$ cat src/rtl/amb_pkg.sv
package amb_pkg;

  typedef enum logic [1:0] {
    LVL_USER  = 2'd0,
    LVL_SUPER = 2'd1,
    LVL_HYP   = 2'd2
  } priv_t;

  typedef enum logic [2:0] {
    TGT_NONE   = 3'd0,
    TGT_AUTH_U = 3'd1,
    TGT_AUTH_P = 3'd2,
    TGT_UOVR   = 3'd3,
    TGT_HOVR   = 3'd4
  } tgt_t;

  typedef enum logic [1:0] {
    MSEL_FULL = 2'd0,
    MSEL_UOVR = 2'd1,
    MSEL_HOVR = 2'd2
  } msel_t;

  localparam int NREG     = 3;
  localparam int IDX_AUTH = 0;
  localparam int IDX_UOVR = 1;
  localparam int IDX_HOVR = 2;

  // Problem state wins whenever its flag is set.
  function automatic priv_t priv_of(input logic problem, input logic hyper);
    if (problem)    return LVL_USER;
    else if (hyper) return LVL_HYP;
    else            return LVL_SUPER;
  endfunction

endpackage

$ cat src/rtl/amb_decode.sv
module amb_decode
  import amb_pkg::*;
#(
  parameter int NUM_W    = 10,
  parameter int N_AUTH_U = 13,
  parameter int N_AUTH_P = 29,
  parameter int N_UOVR   = 157,
  parameter int N_HOVR   = 349
) (
  input  logic [NUM_W-1:0] num,
  output tgt_t             tgt
);

  always_comb begin
    if      (num == NUM_W'(N_AUTH_U)) tgt = TGT_AUTH_U;
    else if (num == NUM_W'(N_AUTH_P)) tgt = TGT_AUTH_P;
    else if (num == NUM_W'(N_UOVR))   tgt = TGT_UOVR;
    else if (num == NUM_W'(N_HOVR))   tgt = TGT_HOVR;
    else                              tgt = TGT_NONE;
  end

endmodule

$ cat src/rtl/amb_guard.sv
module amb_guard
  import amb_pkg::*;
(
  input  tgt_t       tgt,
  input  priv_t      lvl,
  output logic       allowed,
  output logic [1:0] reg_idx,
  output msel_t      msel
);

  always_comb begin
    allowed = 1'b0;
    reg_idx = 2'(IDX_AUTH);
    msel    = MSEL_FULL;
    unique case (tgt)
      TGT_AUTH_U: begin
        allowed = 1'b1;
        reg_idx = 2'(IDX_AUTH);
        msel    = (lvl == LVL_USER)  ? MSEL_UOVR :
                  (lvl == LVL_SUPER) ? MSEL_HOVR : MSEL_FULL;
      end
      TGT_AUTH_P: begin
        allowed = (lvl != LVL_USER);
        reg_idx = 2'(IDX_AUTH);
        msel    = (lvl == LVL_SUPER) ? MSEL_HOVR : MSEL_FULL;
      end
      TGT_UOVR: begin
        allowed = (lvl != LVL_USER);
        reg_idx = 2'(IDX_UOVR);
        msel    = (lvl == LVL_SUPER) ? MSEL_HOVR : MSEL_FULL;
      end
      TGT_HOVR: begin
        allowed = (lvl == LVL_HYP);
        reg_idx = 2'(IDX_HOVR);
        msel    = MSEL_FULL;
      end
      default: begin
        allowed = 1'b0;
      end
    endcase
  end

endmodule

$ cat src/rtl/amb_merge_reg.sv
module amb_merge_reg #(
  parameter int W = 64
) (
  input  logic         clk,
  input  logic         rst,
  input  logic         we,
  input  logic [W-1:0] mask,
  input  logic [W-1:0] wdata,
  output logic [W-1:0] q
);

  function automatic logic [W-1:0] merge_bits(input logic [W-1:0] old_v,
                                               input logic [W-1:0] new_v,
                                               input logic [W-1:0] sel);
    return (old_v & ~sel) | (new_v & sel);
  endfunction

  always_ff @(posedge clk) begin
    if (rst)     q <= '0;
    else if (we) q <= merge_bits(q, wdata, mask);
  end

  // without a write strobe the register holds its value.
  p_hold_idle_r11: assert property (@(posedge clk) disable iff (rst)
    !we |=> $stable(q));

endmodule

$ cat src/rtl/amb_top.sv
module amb_top
  import amb_pkg::*;
#(
  parameter int NUM_W    = 10,
  parameter int DATA_W   = 64,
  parameter int N_AUTH_U = 13,
  parameter int N_AUTH_P = 29,
  parameter int N_UOVR   = 157,
  parameter int N_HOVR   = 349
) (
  input  logic              clk,
  input  logic              rst,
  input  logic              req_valid,
  input  logic              req_write,
  input  logic [NUM_W-1:0]  req_num,
  input  logic [DATA_W-1:0] req_wdata,
  input  logic              cpu_problem,
  input  logic              cpu_hyper,
  output logic [DATA_W-1:0] rd_data,
  output logic              fault
);

  localparam int IDX_W = $clog2(NREG);

  priv_t             lvl;
  tgt_t              tgt;
  logic              allowed;
  logic [1:0]        reg_idx;
  msel_t             msel;
  logic [DATA_W-1:0] wmask;
  logic [DATA_W-1:0] q [NREG];
  logic [DATA_W-1:0] auth_q, uovr_q, hovr_q;
  logic              wr_ok;

  assign lvl = priv_of(cpu_problem, cpu_hyper);

  amb_decode #(
    .NUM_W(NUM_W), .N_AUTH_U(N_AUTH_U), .N_AUTH_P(N_AUTH_P),
    .N_UOVR(N_UOVR), .N_HOVR(N_HOVR)
  ) i_decode (
    .num(req_num),
    .tgt(tgt)
  );

  amb_guard i_guard (
    .tgt    (tgt),
    .lvl    (lvl),
    .allowed(allowed),
    .reg_idx(reg_idx),
    .msel   (msel)
  );

  assign auth_q = q[IDX_AUTH];
  assign uovr_q = q[IDX_UOVR];
  assign hovr_q = q[IDX_HOVR];

  always_comb begin
    unique case (msel)
      MSEL_UOVR: wmask = uovr_q;
      MSEL_HOVR: wmask = hovr_q;
      default:   wmask = '1;
    endcase
  end

  assign fault = req_valid && !allowed;
  assign wr_ok = req_valid && req_write && allowed;

  for (genvar g = 0; g < NREG; g++) begin : g_reg
    logic we_g;
    assign we_g = wr_ok && (reg_idx == IDX_W'(g));
    amb_merge_reg #(.W(DATA_W)) i_reg (
      .clk  (clk),
      .rst  (rst),
      .we   (we_g),
      .mask (wmask),
      .wdata(req_wdata),
      .q    (q[g])
    );
  end

  always_comb begin
    rd_data = '0;
    if (req_valid && !req_write && allowed) begin
      unique case (reg_idx)
        2'(IDX_UOVR): rd_data = uovr_q;
        2'(IDX_HOVR): rd_data = hovr_q;
        default:      rd_data = auth_q;
      endcase
    end
  end

  // ---------------- assertions ----------------
  logic auth_wr;
  assign auth_wr = req_valid && req_write && !fault &&
                   (tgt == TGT_AUTH_U || tgt == TGT_AUTH_P);

  p_reset_clear_r1: assert property (@(posedge clk)
    rst |=> (auth_q == '0 && uovr_q == '0 && hovr_q == '0));

  p_user_auth_merge_r3: assert property (@(posedge clk) disable iff (rst)
    (auth_wr && cpu_problem) |=>
      ((auth_q & ~$past(uovr_q)) == ($past(auth_q) & ~$past(uovr_q))) &&
      ((auth_q & $past(uovr_q)) == ($past(req_wdata) & $past(uovr_q))));

  p_super_auth_merge_r4: assert property (@(posedge clk) disable iff (rst)
    (auth_wr && !cpu_problem && !cpu_hyper) |=>
      ((auth_q & ~$past(hovr_q)) == ($past(auth_q) & ~$past(hovr_q))) &&
      ((auth_q & $past(hovr_q)) == ($past(req_wdata) & $past(hovr_q))));

  p_hyp_auth_full_r5: assert property (@(posedge clk) disable iff (rst)
    (auth_wr && !cpu_problem && cpu_hyper) |=> auth_q == $past(req_wdata));

  p_user_denied_r7: assert property (@(posedge clk) disable iff (rst)
    (req_valid && cpu_problem && (tgt == TGT_AUTH_P || tgt == TGT_UOVR)) |-> fault);

  p_hovr_hyp_only_r8: assert property (@(posedge clk) disable iff (rst)
    (req_valid && tgt == TGT_HOVR && (cpu_problem || !cpu_hyper)) |-> fault);

  p_fault_no_change_r11: assert property (@(posedge clk) disable iff (rst)
    fault |=> ($stable(auth_q) && $stable(uovr_q) && $stable(hovr_q)));

  p_fault_zero_read_r11: assert property (@(posedge clk) disable iff (rst)
    fault |-> rd_data == '0);

  p_idle_quiet_r11: assert property (@(posedge clk) disable iff (rst)
    !req_valid |-> (!fault && rd_data == '0));

endmodule

$ cat config.mk
export PLATFORM = sky130hd
export DESIGN_NAME = amb_top
export DESIGN_NICKNAME = d
export VERILOG_FILES = /design/src/rtl/amb_pkg.sv /design/src/rtl/amb_decode.sv /design/src/rtl/amb_guard.sv /design/src/rtl/amb_merge_reg.sv /design/src/rtl/amb_top.sv
export SDC_FILE = /design/constraint.sdc
export NUM_CORES = 1
export LEC_CHECK = 0
export ABC_AREA = 0
export ABC_CLOCK_PERIOD_IN_PS = 7500
export BUFFER_PORTS_ARGS = -buffer_cell sky130_fd_sc_hd__buf_2
export CAP_MARGIN = 30
export CORE_MARGIN = 8
export CORE_UTILIZATION = 63
export DETAILED_ROUTE_END_ITERATION = 10
export MAX_ROUTING_LAYER = met4
export PLACE_DENSITY = 0.95
export SYNTH_ARGS = -nofsm -noshare
export SYNTH_HDL_FRONTEND = slang
export SYNTH_SLANG_ARGS = --single-unit
$ cat constraint.sdc
create_clock -name clk -period 7.5 [get_ports clk]
set_clock_uncertainty 0.2 [all_clocks]
set_input_delay 1.125 -clock clk [delete_from_list [all_inputs] [get_ports clk]]
set_output_delay 1.125 -clock clk [all_outputs]
set_load 0.005 [all_outputs]
==> tab_implementation.tex, run 1 <==
\begin{tabular}{lr}
\hline
Metric & Value \\
\hline
\multicolumn{2}{l}{\textbf{STA}} \\
\quad Max Transition Viols Final & 0 \\
\quad Worst-Margin Slew & slightly below 1 ns \\
\quad Setup slack after layout & $\sim$2.6 ns \\
\quad Total of endpoints with negative setup slack in the final report & 0 \\
\quad Period utilization & approximately 65\% \\
\quad Fmax achieved & between 0.2 and 0.25 GHz \\
\quad RSZ-0062 raised after global routing & false \\
\quad Fin. Hold Viols & 0 \\
\quad Max transition margin & 35.0\% \\
\quad Total Neg Setup Slack & 0 ns \\
\quad Final-layout worst hold slack & 0.280 ns \\
\quad Final critical delay including setup and external delays & between 4 and 5 ns \\
\multicolumn{2}{l}{\textbf{Global route}} \\
\quad Met1 capacity usage during global routing & about a third \\
\quad Vias in the first global route & 10705 \\
\quad Grt met2 use & 47.0\% \\
\quad First-pass GRT wire length & roughly 52000 um \\
\quad Layer with the highest usage after global routing & met2 \\
\quad Total gr overflow & 0 \\
\quad Antenna violations before repair & 2 \\
\quad Fraction of met3 tracks used by global routing & 6.19\% \\
\quad Gr usage total & between 20 and 30\% \\
\quad Pin count of the biggest net entering global routing & around 110 \\
\multicolumn{2}{l}{\textbf{Detailed routing}} \\
\quad First-iteration detailed-routing DRC count & roughly 1400 \\
\quad Via Count & 10456 \\
\quad Number of design rule violations left after detail routing & 0 \\
\quad Routed WL per cell & roughly 21 um \\
\quad Routed wire length & roughly 33000 um \\
\quad TritonRoute pass-1 iters & 6 \\
\quad Via count normalized by instance count & slightly below 7 \\
\quad Count of nets left with antenna violations after detail routing & 0 \\
\multicolumn{2}{l}{\textbf{Clock network}} \\
\quad Clock-pin slew on the worst setup and hold paths & around 0.070 ns \\
\quad Clock Sinks & between 150 and 200 \\
\quad Setup Fix Bufs, Post-CTS & 0 \\
\quad Clock Latency Late Sink & 0.44 ns \\
\quad CTS Root Buffer Type & sky130\_fd\_sc\_hd\_\_clkbuf\_16 \\
\quad H-tree depth & 4 \\
\quad Hold-fix buffers at CTS & 0 \\
\quad Number of cells upsized or downsized after cts & 0 \\
\quad CTS tree & built \\
\quad Number of buffers on the longest clock path & 2 \\
\quad Clock buffer count from CTS & 17 \\
\multicolumn{2}{l}{\textbf{Worst hold path}} \\
\quad HP Class & reg -> reg \\
\multicolumn{2}{l}{\textbf{Placed design}} \\
\quad Cell count after placement & about 1500 \\
\quad Number of buffers inserted by port buffering & between 100 and 150 \\
\quad Pre-CTS worst setup slack & 2.67 ns \\
\quad Placed cell area & 12000 sq um \\
\quad Detailed Place HPWL & 19200 um \\
\quad Final weighted congestion in routability-driven placement & between 0.8 and 0.9 \\
\multicolumn{2}{l}{\textbf{Synth}} \\
\quad Number of cells produced by synthesis & between 1000 and 1500 \\
\quad Fraction of synthesis flops using an asynchronous set or reset pin & 0\% \\
\quad Number of enable flip-flop cells after synthesis & 0 \\
\quad Post-synthesis net count & around 1300 \\
\quad Synthesis warning total & 0 \\
\quad Sequential cell area fraction in the yosys report & roughly 34\% \\
\quad Synthesized cell area & roughly 11000 sq um \\
\quad Syn\_area\_per\_cell & approximately 9.1 sq um \\
\quad Unique masters post-synth & 35 \\
\quad Most used DFF post-synth & sky130\_fd\_sc\_hd\_\_dfxtp\_1 \\
\quad Flop and latch count out of synthesis & 192 \\
\multicolumn{2}{l}{\textbf{Final layout}} \\
\quad Share of post-route cells with drive strength above 1 & between 20\% and 30\% \\
\quad Count of fill cells added during filler insertion & about 1300 \\
\quad Final instance area & 12700 sq um \\
\quad End-of-flow core utilization & roughly 70\% \\
\quad Fin nets & $\sim$1400 \\
\quad Post-layout instance count excluding filler cells & between 1500 and 2000 \\
\quad Area overhead of the layout relative to synthesis & 11.5\% \\
\multicolumn{2}{l}{\textbf{Power and ir drop}} \\
\quad Switching part of the total & a little under a quarter \\
\quad Total chip power & about 2.1 mW \\
\quad Power share of the combinational group & under 10\% \\
\quad Portion of total power attributed to the clock network & 45.7\% \\
\quad Sequential Power Share & 48.1\% \\
\quad Net Sw Power & 507 uW \\
\quad Peak ir drop on the vdd network & approximately 0.18 mV \\
\quad Pwr Density & around 170 nW/um\^{}2 \\
\quad Pleak & between 5 and 6 nW \\
\quad Internal & roughly 1.6 mW \\
\multicolumn{2}{l}{\textbf{Worst setup path}} \\
\quad Setup crit start & req\_num[1] \\
\quad Critical path endpoint & rd\_data[49] \\
\quad CP Capture Type & output pin \\
\quad Worst path max stage delay & around 0.76 ns \\
\quad Crit path top cell by count & sky130\_fd\_sc\_hd\_\_buf\_2 \\
\quad Type of element launching the critical path & input port \\
\quad Cell depth of the worst flop-to-flop path & 3 \\
\quad Maximum fanout along the worst path & 47 \\
\quad Reg2reg setup slack & a little over 6 ns \\
\quad Crit path DAT & between 3 and 4 ns \\
\quad Worst setup path category & in -> out \\
\quad CP cell instances & buf\_2, nand4bb\_1, a2111o\_2, buf\_4, a22oi\_1, nor2\_1, buf\_2 \\
\quad CP required & between 6 and 7 ns \\
\quad CP max stage cell & sky130\_fd\_sc\_hd\_\_a2111o\_2 \\
\multicolumn{2}{l}{\textbf{Floorplanning}} \\
\quad Floorplan die area & $\sim$23000 sq um \\
\quad Width of the die & around 150 um \\
\quad Core region area & around 18000 sq um \\
\quad Initial cell density of the core & between 60\% and 70\% \\
\quad Site row count & between 40 and 50 \\
\quad Die Y & around 150 um \\
\quad Io pins & approximately 150 \\
\multicolumn{2}{l}{\textbf{Run}} \\
\quad Max-capacitance violation count & 0 \\
\multicolumn{2}{l}{\textbf{Status}} \\
\quad Result of the run & finished clean \\
\hline
\end{tabular}
==> power groups by stage <==
stage | clock, mW | combinational (mW) | sequential, mW
2_1_floorplan | 0 | 0.0816 | 1.04
3_3_place_gp | 0 | 0.126 | 1.04
3_5_place_dp | 0 | 0.127 | 1.04
4_1_cts | 0.967 | 0.128 | 1.02
5_1_grt | 1.01 | 0.137 | 1.02
6_report | 0.967 | 0.132 | 1.02
==> how the worst min path moves through the flow <==
stage,endpoint,slack (ns),cells past startpoint
finish,flop,0.28,2
global route,flop,0.30,2
CTS,flop,0.28,2
detailed placement,flop,0.27,2
global placement,flop,0.26,2
floorplan,flop,0.25,2
==> synthesized netlist by cell type (all sizes together) (2+ instances only) <==
cell type	n	area share, %
a221o	64	5.6
a22o	64	4.9
a22oi	64	4.2
buf	29	1.7
clkbuf	97	3.2
dfxtp	192	34
ha	2	0.22
inv	2	0.066
mux2i	192	17
nand2	2	0.066
nand2b	258	14
nand3	193	11
nand4b	2	0.15
nor2	67	2.2
nor4	4	0.41
or4	2	0.13
==> logic make-up after synthesis <==
kind of cell    synth area share [%]
mux                             16.9
buf+inv                         4.96
fa+ha+maj                      0.220
flops                           33.8
simple gates                    29.0
compound gates                  15.1
==> layout make-up <==
cell class / instances / area [sq um] / share of cell area (%)
diodes: 4 / 10.0 / 0.0790
clock buffers: 19 / 443 / 3.50
clock inverters: 13 / 173 / 1.36
inverters: 2 / 7.51 / 0.0592
multi-input cells: 927 / 7000 / 55.2
flip-flops and latches: 192 / 3840 / 30.3
well taps: 229 / 287 / 2.26
repair buffers: 166 / 908 / 7.17
==> layout by cell type (no fill, tap or decap), types with 3 or more instances in the layout <==
cell and instances:
sky130_fd_sc_hd__nand2b_1 258, sky130_fd_sc_hd__mux2i_1 192, sky130_fd_sc_hd__dfxtp_1 192, sky130_fd_sc_hd__buf_2 143, sky130_fd_sc_hd__nand3_1 133, sky130_fd_sc_hd__nor2_1 67
sky130_fd_sc_hd__a22o_1 64, sky130_fd_sc_hd__a22oi_1 64, sky130_fd_sc_hd__a221o_1 64, sky130_fd_sc_hd__nand3_2 60, sky130_fd_sc_hd__buf_4 22, sky130_fd_sc_hd__clkbuf_16 17
sky130_fd_sc_hd__inv_6 7, sky130_fd_sc_hd__diode_2 4, sky130_fd_sc_hd__bufinv_16 3
==> worst max-delay path: cells and delay by family <==
kind,cells,cell delay (ns)
AOI/OAI and AO/OA,2,1.08
buffers and inverters,3,0.69
and+or+nand+nor,2,0.64
==> routing by layer <==
metal	share of wire [%]	wire length [um]
met1	38	12600
met2	47	15600
met3	11	3570
met4	3.7	1210
met5	0	0
(Power assumes the default switching activity.)
==> run 2: changes to the inputs <==
--- a/config.mk
+++ b/config.mk
@@ -5,15 +5,15 @@
 export SDC_FILE = /design/constraint.sdc
 export NUM_CORES = 1
 export LEC_CHECK = 0
-export ABC_AREA = 0
-export ABC_CLOCK_PERIOD_IN_PS = 7500
+export ABC_AREA = 1
+export ABC_CLOCK_PERIOD_IN_PS = 4700
 export BUFFER_PORTS_ARGS = -buffer_cell sky130_fd_sc_hd__buf_2
 export CAP_MARGIN = 30
 export CORE_MARGIN = 8
-export CORE_UTILIZATION = 63
+export CORE_UTILIZATION = 58
 export DETAILED_ROUTE_END_ITERATION = 10
 export MAX_ROUTING_LAYER = met4
-export PLACE_DENSITY = 0.95
+export PLACE_DENSITY = 0.89
 export SYNTH_ARGS = -nofsm -noshare
 export SYNTH_HDL_FRONTEND = slang
 export SYNTH_SLANG_ARGS = --single-unit
==> constraint.sdc (replaced) <==
create_clock -name clk -period 4.7 [get_ports clk]
set_clock_uncertainty 0.2 [all_clocks]
set_input_delay 0.705 -clock clk [delete_from_list [all_inputs] [get_ports clk]]
set_output_delay 0.705 -clock clk [all_outputs]
set_load 0.005 [all_outputs]
==> tab_implementation.tex, run 2 <==
\begin{tabular}{lr}
\hline
Metric & Value \\
\hline
\multicolumn{2}{l}{\textbf{Status}} \\
\quad Result of the run & finished clean \\
\multicolumn{2}{l}{\textbf{Power and ir drop}} \\
\quad Peak ir drop on the vdd network & 0.245 mV (+36\%) \\
\quad Pwr Density & 263 nW/um\^{}2 (+57\%) \\
\quad Pleak & 3.31 nW (-40\%) \\
\quad Total chip power & 3.12 mW (+47\%) \\
\multicolumn{2}{l}{\textbf{Clock network}} \\
\quad CTS Root Buffer Type & sky130\_fd\_sc\_hd\_\_clkbuf\_16 \\
\quad CTS tree & built \\
\quad H-tree depth & 4 (unchanged) \\
\quad Number of buffers on the longest clock path & 2 (unchanged) \\
\quad Clock-pin slew on the worst setup and hold paths & 0.07 ns (about the same) \\
\quad Number of cells upsized or downsized after cts & 0 (unchanged) \\
\quad Clock Latency Late Sink & 0.44 ns (about the same) \\
\quad Clock buffer count from CTS & 17 (unchanged) \\
\quad Hold-fix buffers at CTS & 0 (unchanged) \\
\quad Setup Fix Bufs, Post-CTS & 0 (unchanged) \\
\quad Clock Sinks & 192 (unchanged) \\
\multicolumn{2}{l}{\textbf{Final layout}} \\
\quad Leading cell type in the layout, fill and taps excluded & sky130\_fd\_sc\_hd\_\_nand2\_1 \\
\quad Final instance area & 11900 sq um (-6.3\%) \\
\quad Post-layout instance count excluding filler cells & 1901 (+22\%) \\
\quad Share of post-route cells with drive strength above 1 & 13.4\% (-6.9 points) \\
\quad End-of-flow core utilization & 64.3\% (-6.7 points) \\
\quad Area overhead of the layout relative to synthesis & 10.4\% \\
\quad Fin nets & 1729 (+25\%) \\
\quad Most used cells in the layout excluding fill and tap cells & sky130\_fd\_sc\_hd\_\_nand2\_1 (524), sky130\_fd\_sc\_hd\_\_nand3\_1 (250), sky130\_fd\_sc\_hd\_\_nand4\_1 (193) \\
\multicolumn{2}{l}{\textbf{Synth}} \\
\quad Flop and latch count out of synthesis & 192 (unchanged) \\
\quad Sequential cell area fraction in the yosys report & 35.7\% (+1.9 points) \\
\quad Most used DFF post-synth & sky130\_fd\_sc\_hd\_\_dfxtp\_1 \\
\quad Mux contribution to synthesized area & 0\% (-17 points) \\
\quad Synthesis warning total & 0 (unchanged) \\
\quad Top cells by count, synth & sky130\_fd\_sc\_hd\_\_nand2\_1 (524), sky130\_fd\_sc\_hd\_\_nand3\_1 (250), sky130\_fd\_sc\_hd\_\_nand4\_1 (193) \\
\quad Fraction of synthesis flops using an asynchronous set or reset pin & 0\% (unchanged) \\
\quad Most common cell in the netlist & sky130\_fd\_sc\_hd\_\_nand2\_1 \\
\quad Unique masters post-synth & 23 (-34\%) \\
\quad Combinational family with the most area after synthesis & simple AND/OR/NAND/NOR gates \\
\quad Number of enable flip-flop cells after synthesis & 0 (unchanged) \\
\quad Post-synthesis net count & 1695 (+28\%) \\
\quad Area share of xor/xnor cells in the synthesized design & 0\% (unchanged) \\
\quad Area share of the largest cell type after synthesis & 35.7\% (+1.9 points) \\
\quad Synthesized cell area & 10800 sq um (-5.3\%) \\
\quad Largest area contributor in the netlist & sky130\_fd\_sc\_hd\_\_dfxtp\_1 \\
\quad Fraction of the mapped netlist area in simple logic gates & 43.8\% (+15 points) \\
\quad Number of cells produced by synthesis & 1613 (+29\%) \\
\quad Most area-consuming cells after synthesis & sky130\_fd\_sc\_hd\_\_dfxtp\_1 (36\%), sky130\_fd\_sc\_hd\_\_nand2\_1 (18\%), sky130\_fd\_sc\_hd\_\_nand3\_1 (12\%) \\
\quad Compound-cell area share of the yosys netlist & 12.7\% (-2.4 points) \\
\quad Area share of fa/ha/maj cells after synthesis & 0.233\% (+0.012 points) \\
\quad Syn\_area\_per\_cell & 6.67 sq um (-27\%) \\
\multicolumn{2}{l}{\textbf{Global route}} \\
\quad First-pass GRT wire length & 53600 um (+2.5\%) \\
\quad Antenna violations before repair & 7 (+5) \\
\quad Gr usage total & 28.0\% (-1.1 points) \\
\quad Vias in the first global route & 10949 (+2.3\%) \\
\quad Total gr overflow & 0 (unchanged) \\
\quad Pin count of the biggest net entering global routing & 194 (+80\%) \\
\multicolumn{2}{l}{\textbf{Placed design}} \\
\quad Placed cell area & 11300 sq um (-6.1\%) \\
\quad Detailed Place HPWL & 18500 um (-3.2\%) \\
\quad Cell count after placement & 1862 (+23\%) \\
\quad Final weighted congestion in routability-driven placement & 0.789 (-4.9\%) \\
\quad Number of buffers inserted by port buffering & 144 (unchanged) \\
\quad Pre-CTS worst setup slack & 0.888 ns (-1.78 ns) \\
\multicolumn{2}{l}{\textbf{Floorplanning}} \\
\quad Core region area & 18500 sq um (+3.4\%) \\
\quad Initial cell density of the core & 58.3\% (-5.4 points) \\
\quad Io pins & 145 (unchanged) \\
\quad Die Y & 152 um (+1.3\%) \\
\quad Floorplan die area & 23200 sq um (+2.5\%) \\
\quad Width of the die & 152 um (+1.3\%) \\
\quad Site row count & 50 (+2.0\%) \\
\multicolumn{2}{l}{\textbf{Detailed routing}} \\
\quad Count of nets left with antenna violations after detail routing & 0 (unchanged) \\
\quad Routed wire length & 33200 um (+0.54\%) \\
\quad Via count normalized by instance count & 6.44 (-4.5\%) \\
\quad Number of design rule violations left after detail routing & 0 (unchanged) \\
\quad TritonRoute pass-1 iters & 6 (unchanged) \\
\quad Via Count & 12237 (+17\%) \\
\quad Routed WL per cell & 17.5 um (-18\%) \\
\quad First-iteration detailed-routing DRC count & 1706 (+18\%) \\
\multicolumn{2}{l}{\textbf{STA}} \\
\quad Max transition margin & 32.3\% (-2.7 points) \\
\quad Worst-Margin Slew & 1.02 ns (+0.0404 ns) \\
\quad RSZ-0062 raised after global routing & false \\
\quad Total Neg Setup Slack & 0 ns (unchanged) \\
\quad Final-layout worst hold slack & 0.264 ns (-0.0162 ns) \\
\quad Setup slack after layout & 0.873 ns (-1.76 ns) \\
\quad Fmax achieved & around 0.26 GHz \\
\quad Max Transition Viols Final & 0 (unchanged) \\
\quad Final critical delay including setup and external delays & between 3 and 4 ns \\
\quad Period utilization & roughly 81\% \\
\quad Fin. Hold Viols & 0 (unchanged) \\
\quad Total of endpoints with negative setup slack in the final report & 0 (unchanged) \\
\multicolumn{2}{l}{\textbf{Worst hold path}} \\
\quad HP Class & reg -> reg \\
\quad Worst Hold Path Cells & 2 (unchanged) \\
\multicolumn{2}{l}{\textbf{Worst setup path}} \\
\quad Crit path DAT & 2.92 ns (-0.62 ns) \\
\quad Reg2reg setup slack & 3.35 ns (-2.72 ns) \\
\quad CP required & 3.80 ns (-2.37 ns) \\
\quad Worst setup path category & in -> out \\
\quad Type of element launching the critical path & input port \\
\quad Maximum fanout along the worst path & 72 (+53\%) \\
\quad CP Capture Type & output pin \\
\quad Cell depth of the worst flop-to-flop path & 5 (+2) \\
\multicolumn{2}{l}{\textbf{Run}} \\
\quad Max-capacitance violation count & 0 (unchanged) \\
\hline
\end{tabular}
[run 2: cell count changes after synthesis, moves of 21 or more]
cell                       previous run  this run
sky130_fd_sc_hd__nand2_1              2       524
sky130_fd_sc_hd__nand2b_1           258         0
sky130_fd_sc_hd__nand4_1              0       193
sky130_fd_sc_hd__a21oi_1              0       192
sky130_fd_sc_hd__mux2i_1            192         0
sky130_fd_sc_hd__nand3_1            133       250
sky130_fd_sc_hd__a221o_1             64         0
sky130_fd_sc_hd__a22o_1              64         0
sky130_fd_sc_hd__a22oi_1             64         0
sky130_fd_sc_hd__a31oi_1              0        64
sky130_fd_sc_hd__nor2_1              67         7
sky130_fd_sc_hd__nand3_2             60        11
sky130_fd_sc_hd__buf_2               18        39
[run 2: metal layers]
| layer | GRT usage [%] | wire [um] | vias up |
|---|---|---|---|
| met5 | - | 0 | - |
| met4 | 12.1 | 829 | 0 |
| met3 | 6.24 | 3730 | 77 |
| met2 | 43.0 | 15400 | 735 |
| met1 | 34.9 | 13200 | 5625 |
| li1 | - | - | 5800 |
[run 2: layout make-up]
type,instances,area (sq um)
diodes,7,17.5
repair buffers,164,977
clock buffers,20,457
clock inverters,12,86.3
flip-flops and latches,192,3840
inverters,19,80.1
well taps,234,293
fillers,1648,6590
multi-input cells,1253,6110
[run 2: worst max path at each step]
stage               depth (start not counted)  slack [ns]           to  startpoint
global route                               10        0.79  rd_data[24]  req_num[1]
floorplan                                  10        1.80  rd_data[10]  req_num[1]
finish                                     10        0.87  rd_data[24]  req_num[1]
global placement                           10        0.99  rd_data[53]  req_num[1]
CTS                                        10        0.96  rd_data[33]  req_num[1]
detailed placement                         13        0.89         flop  req_num[1]
[run 2: worst max-delay path: stages]
cell and delay [ns]:
sky130_fd_sc_hd__buf_2 0.10, sky130_fd_sc_hd__inv_1 0.05, sky130_fd_sc_hd__nand2_1 0.10, sky130_fd_sc_hd__nor2_4 0.20, sky130_fd_sc_hd__nand3_2 0.22, sky130_fd_sc_hd__inv_4 0.54
sky130_fd_sc_hd__buf_12 0.37, sky130_fd_sc_hd__nand2_1 0.09, sky130_fd_sc_hd__a31oi_1 0.27, sky130_fd_sc_hd__buf_2 0.17
[run 2: power by group]
group / internal (mW) / leakage [nW] / switching, mW / total (mW)
sequential: 1.63 / 1.55 / 0.000121 / 1.63
combinational: 0.0327 / 1.50 / 0.100 / 0.133
clock: 0.707 / 0.263 / 0.654 / 1.36
[run 2: cells by family after synthesis]
family	count (synthesis)
simple gates	995
compound gates	256
flops	192
buf+inv	168
fa+ha+maj	2
==> run 3: changes to the inputs <==
--- a/config.mk
+++ b/config.mk
@@ -6,14 +6,14 @@
 export NUM_CORES = 1
 export LEC_CHECK = 0
 export ABC_AREA = 1
-export ABC_CLOCK_PERIOD_IN_PS = 4700
+export ABC_CLOCK_PERIOD_IN_PS = 3200
 export BUFFER_PORTS_ARGS = -buffer_cell sky130_fd_sc_hd__buf_2
 export CAP_MARGIN = 30
 export CORE_MARGIN = 8
-export CORE_UTILIZATION = 58
+export CORE_UTILIZATION = 53
 export DETAILED_ROUTE_END_ITERATION = 10
 export MAX_ROUTING_LAYER = met4
-export PLACE_DENSITY = 0.89
+export PLACE_DENSITY = 0.86
 export SYNTH_ARGS = -nofsm -noshare
 export SYNTH_HDL_FRONTEND = slang
 export SYNTH_SLANG_ARGS = --single-unit
==> constraint.sdc (replaced) <==
create_clock -name clk -period 3.2 [get_ports clk]
set_clock_uncertainty 0.2 [all_clocks]
set_input_delay 0.48 -clock clk [delete_from_list [all_inputs] [get_ports clk]]
set_output_delay 0.48 -clock clk [all_outputs]
set_load 0.005 [all_outputs]
==> tab_implementation.tex, run 3 (same netlist as run 2, synthesis figures left out) <==
\begin{tabular}{lr}
\hline
Metric & Value \\
\hline
\multicolumn{2}{l}{\textbf{Status}} \\
\quad Result of the run & finished clean \\
\multicolumn{2}{l}{\textbf{Final layout}} \\
\quad Leading cell type in the layout, fill and taps excluded & sky130\_fd\_sc\_hd\_\_nand2\_1 \\
\quad Fin nets & 1743 (+0.81\%) \\
\quad Most used cells in the layout excluding fill and tap cells & sky130\_fd\_sc\_hd\_\_nand2\_1 (524), sky130\_fd\_sc\_hd\_\_nand3\_1 (250), sky130\_fd\_sc\_hd\_\_nand4\_1 (193) \\
\quad Post-layout instance count excluding filler cells & 1949 (+2.5\%) \\
\quad Count of fill cells added during filler insertion & 1819 (+10\%) \\
\quad Area overhead of the layout relative to synthesis & 13.6\% \\
\quad Share of post-route cells with drive strength above 1 & 14.2\% (+0.78 points) \\
\quad End-of-flow core utilization & 60.8\% (-3.5 points) \\
\multicolumn{2}{l}{\textbf{Placed design}} \\
\quad Cell count after placement & 1912 (+2.7\%) \\
\quad Detailed Place HPWL & 20100 um (+8.6\%) \\
\quad Number of buffers inserted by port buffering & 144 (unchanged) \\
\quad Final weighted congestion in routability-driven placement & 0.845 (+7.1\%) \\
\multicolumn{2}{l}{\textbf{Worst setup path}} \\
\quad Largest delay share family, worst path & simple AND/OR/NAND/NOR gates \\
\quad Crit path DAT & 2.30 ns (-0.62 ns) \\
\quad Bufs and invs on worst path & 4 (-1) \\
\quad CP max stage cell & sky130\_fd\_sc\_hd\_\_a31oi\_1 \\
\quad Crit path top cell by count & sky130\_fd\_sc\_hd\_\_nand2\_1 \\
\quad Worst path max stage delay & 0.27 ns (-0.27 ns) \\
\quad Reg2reg setup slack & 1.89 ns (-1.46 ns) \\
\quad Stages on the worst setup path & 12 (+2) \\
\quad CP cell instances & buf\_2, inv\_1, nand2\_1, nor2\_4, nand3\_2, nand2\_1, nand2\_1, nand3\_4, nand3b\_1, buf\_4, a31oi\_1, buf\_2 \\
\quad Maximum fanout along the worst path & 17 (-76\%) \\
\quad Setup crit start & req\_num[1] \\
\quad Critical path endpoint & rd\_data[22] \\
\quad Worst setup path category & in -> out \\
\quad Cell depth of the worst flop-to-flop path & 5 (unchanged) \\
\quad CP Capture Type & output pin \\
\quad Type of element launching the critical path & input port \\
\quad CP required & 2.52 ns (-1.28 ns) \\
\multicolumn{2}{l}{\textbf{Detailed routing}} \\
\quad Number of design rule violations left after detail routing & 0 (unchanged) \\
\quad First-iteration detailed-routing DRC count & 1609 (-5.7\%) \\
\quad TritonRoute pass-1 iters & 6 (unchanged) \\
\quad Via Count & 12403 (+1.4\%) \\
\quad Via count normalized by instance count & 6.36 (-1.1\%) \\
\quad Routed wire length & 34300 um (+3.3\%) \\
\quad Routed WL per cell & 17.6 um (+0.72\%) \\
\quad Count of nets left with antenna violations after detail routing & 0 (unchanged) \\
\multicolumn{2}{l}{\textbf{Power and ir drop}} \\
\quad Portion of total power attributed to the clock network & 46.1\% (+2.5 points) \\
\quad Power share of the combinational group & 4.2\% (about the same) \\
\quad Pleak & 3.47 nW (+4.7\%) \\
\quad Pwr Density & 394 nW/um\^{}2 (+50\%) \\
\quad Switching part of the total & 24.7\% (+0.49 points) \\
\quad Sequential Power Share & 49.6\% (-2.5 points) \\
\quad Internal & 3.62 mW (+53\%) \\
\quad Peak ir drop on the vdd network & 0.297 mV (+21\%) \\
\quad Net Sw Power & 1.19 mW (+57\%) \\
\multicolumn{2}{l}{\textbf{Clock network}} \\
\quad Number of cells upsized or downsized after cts & 0 (unchanged) \\
\quad H-tree depth & 4 (unchanged) \\
\quad CTS Root Buffer Type & sky130\_fd\_sc\_hd\_\_clkbuf\_16 \\
\quad Clock Sinks & 192 (unchanged) \\
\quad Hold-fix buffers at CTS & 0 (unchanged) \\
\quad Number of buffers on the longest clock path & 2 (unchanged) \\
\quad Clock buffer count from CTS & 17 (unchanged) \\
\quad Clock Latency Late Sink & 0.44 ns (about the same) \\
\quad Setup Fix Bufs, Post-CTS & 0 (unchanged) \\
\quad CTS tree & built \\
\quad Clock-pin slew on the worst setup and hold paths & 0.08 ns (about the same) \\
\multicolumn{2}{l}{\textbf{Global route}} \\
\quad Vias in the first global route & 10807 (-1.3\%) \\
\quad Pin count of the biggest net entering global routing & 115 (-41\%) \\
\quad First-pass GRT wire length & 54500 um (+1.6\%) \\
\quad Gr usage total & 27.4\% (-0.62 points) \\
\quad Antenna violations before repair & 5 (-2) \\
\quad Total gr overflow & 0 (unchanged) \\
\multicolumn{2}{l}{\textbf{STA}} \\
\quad Fmax achieved & 0.335 GHz \\
\quad Fin. Hold Viols & 0 (unchanged) \\
\quad RSZ-0062 raised after global routing & false \\
\quad Max Transition Viols Final & 0 (unchanged) \\
\quad Final-layout worst hold slack & 0.118 ns (-0.146 ns) \\
\quad Max transition margin & 65.8\% (+33 points) \\
\quad Worst-Margin Slew & 0.513 ns (-0.502 ns) \\
\quad Final critical delay including setup and external delays & 2.98 ns \\
\quad Total Neg Setup Slack & 0 ns (unchanged) \\
\quad Period utilization & approximately 93\% \\
\quad Total of endpoints with negative setup slack in the final report & 0 (unchanged) \\
\multicolumn{2}{l}{\textbf{Floorplanning}} \\
\quad Io pins & 145 (unchanged) \\
\quad Die Y & 158 um (+4.1\%) \\
\quad Core region area & 20100 sq um (+8.9\%) \\
\quad Width of the die & 158 um (+4.1\%) \\
\quad Site row count & 52 (+4.0\%) \\
\quad Floorplan die area & 25100 sq um (+8.4\%) \\
\quad Initial cell density of the core & 53.5\% (-4.8 points) \\
\multicolumn{2}{l}{\textbf{Run}} \\
\quad Max-capacitance violation count & 0 (unchanged) \\
\multicolumn{2}{l}{\textbf{Worst hold path}} \\
\quad HP Class & in -> reg \\
\quad Source of the worst hold timing path & req\_wdata[54] \\
\quad Worst Hold Path Cells & 3 (+1) \\
\hline
\end{tabular}
[run 3: worst reg2reg max path: stages (launching register included)]
cell and delay [ns]:
sky130_fd_sc_hd__dfxtp_1 0.36, sky130_fd_sc_hd__nand2_1 0.06, sky130_fd_sc_hd__nand3_1 0.23, sky130_fd_sc_hd__nand4_1 0.16, sky130_fd_sc_hd__nand2_1 0.12, sky130_fd_sc_hd__a21oi_1 0.07
[run 3: cell type report]
cell class,count,area [sq um],area share [%]
repair buffers,178,1230,10.1
flip-flops and latches,192,3840,31.5
clock inverters,15,174,1.42
multi-input cells,1253,6110,50.0
diodes,5,12.5,0.102
inverters,19,80.1,0.655
clock buffers,17,425,3.48
well taps,270,338,2.76
[run 3: metal layers]
| layer | track usage, % | part of all wire, % | vias to the layer above |
|---|---|---|---|
| met3 | 5.51 | 12 | 84 |
| met4 | 9.92 | 2.6 | 0 |
| met1 | 34.9 | 40 | 5712 |
| met2 | 42.5 | 46 | 806 |
| li1 | - | - | 5801 |
| met5 | - | 0 | - |
[run 3: how the worst min path moves through the flow]
stage	to
after global placement	flop
after detailed placement	flop
after CTS	flop
after global routing	flop
final	flop
after floorplan	flop
[run 3: power by group through the flow]
| stage | logic [mW] | registers [mW] | clock network, mW |
|---|---|---|---|
| 3_3_place_gp | 0.197 | 2.44 | 0 |
| 4_1_cts | 0.197 | 2.39 | 2.23 |
| 6_report | 0.203 | 2.39 | 2.22 |
| 5_1_grt | 0.214 | 2.39 | 2.32 |
| 2_1_floorplan | 0.0841 | 2.44 | 0 |
| 3_5_place_dp | 0.196 | 2.44 | 0 |
[run 3: through the flow]
step                worst slack (ns)  cell area [sq um]  power (mW)
floorplan                      0.550              10800        2.53
global placement               0.243              11600        2.64
detailed placement             0.242              11600        2.64
CTS                            0.254              12200        4.81
global route                   0.115              12200        4.92
finish                         0.218              12200        4.81
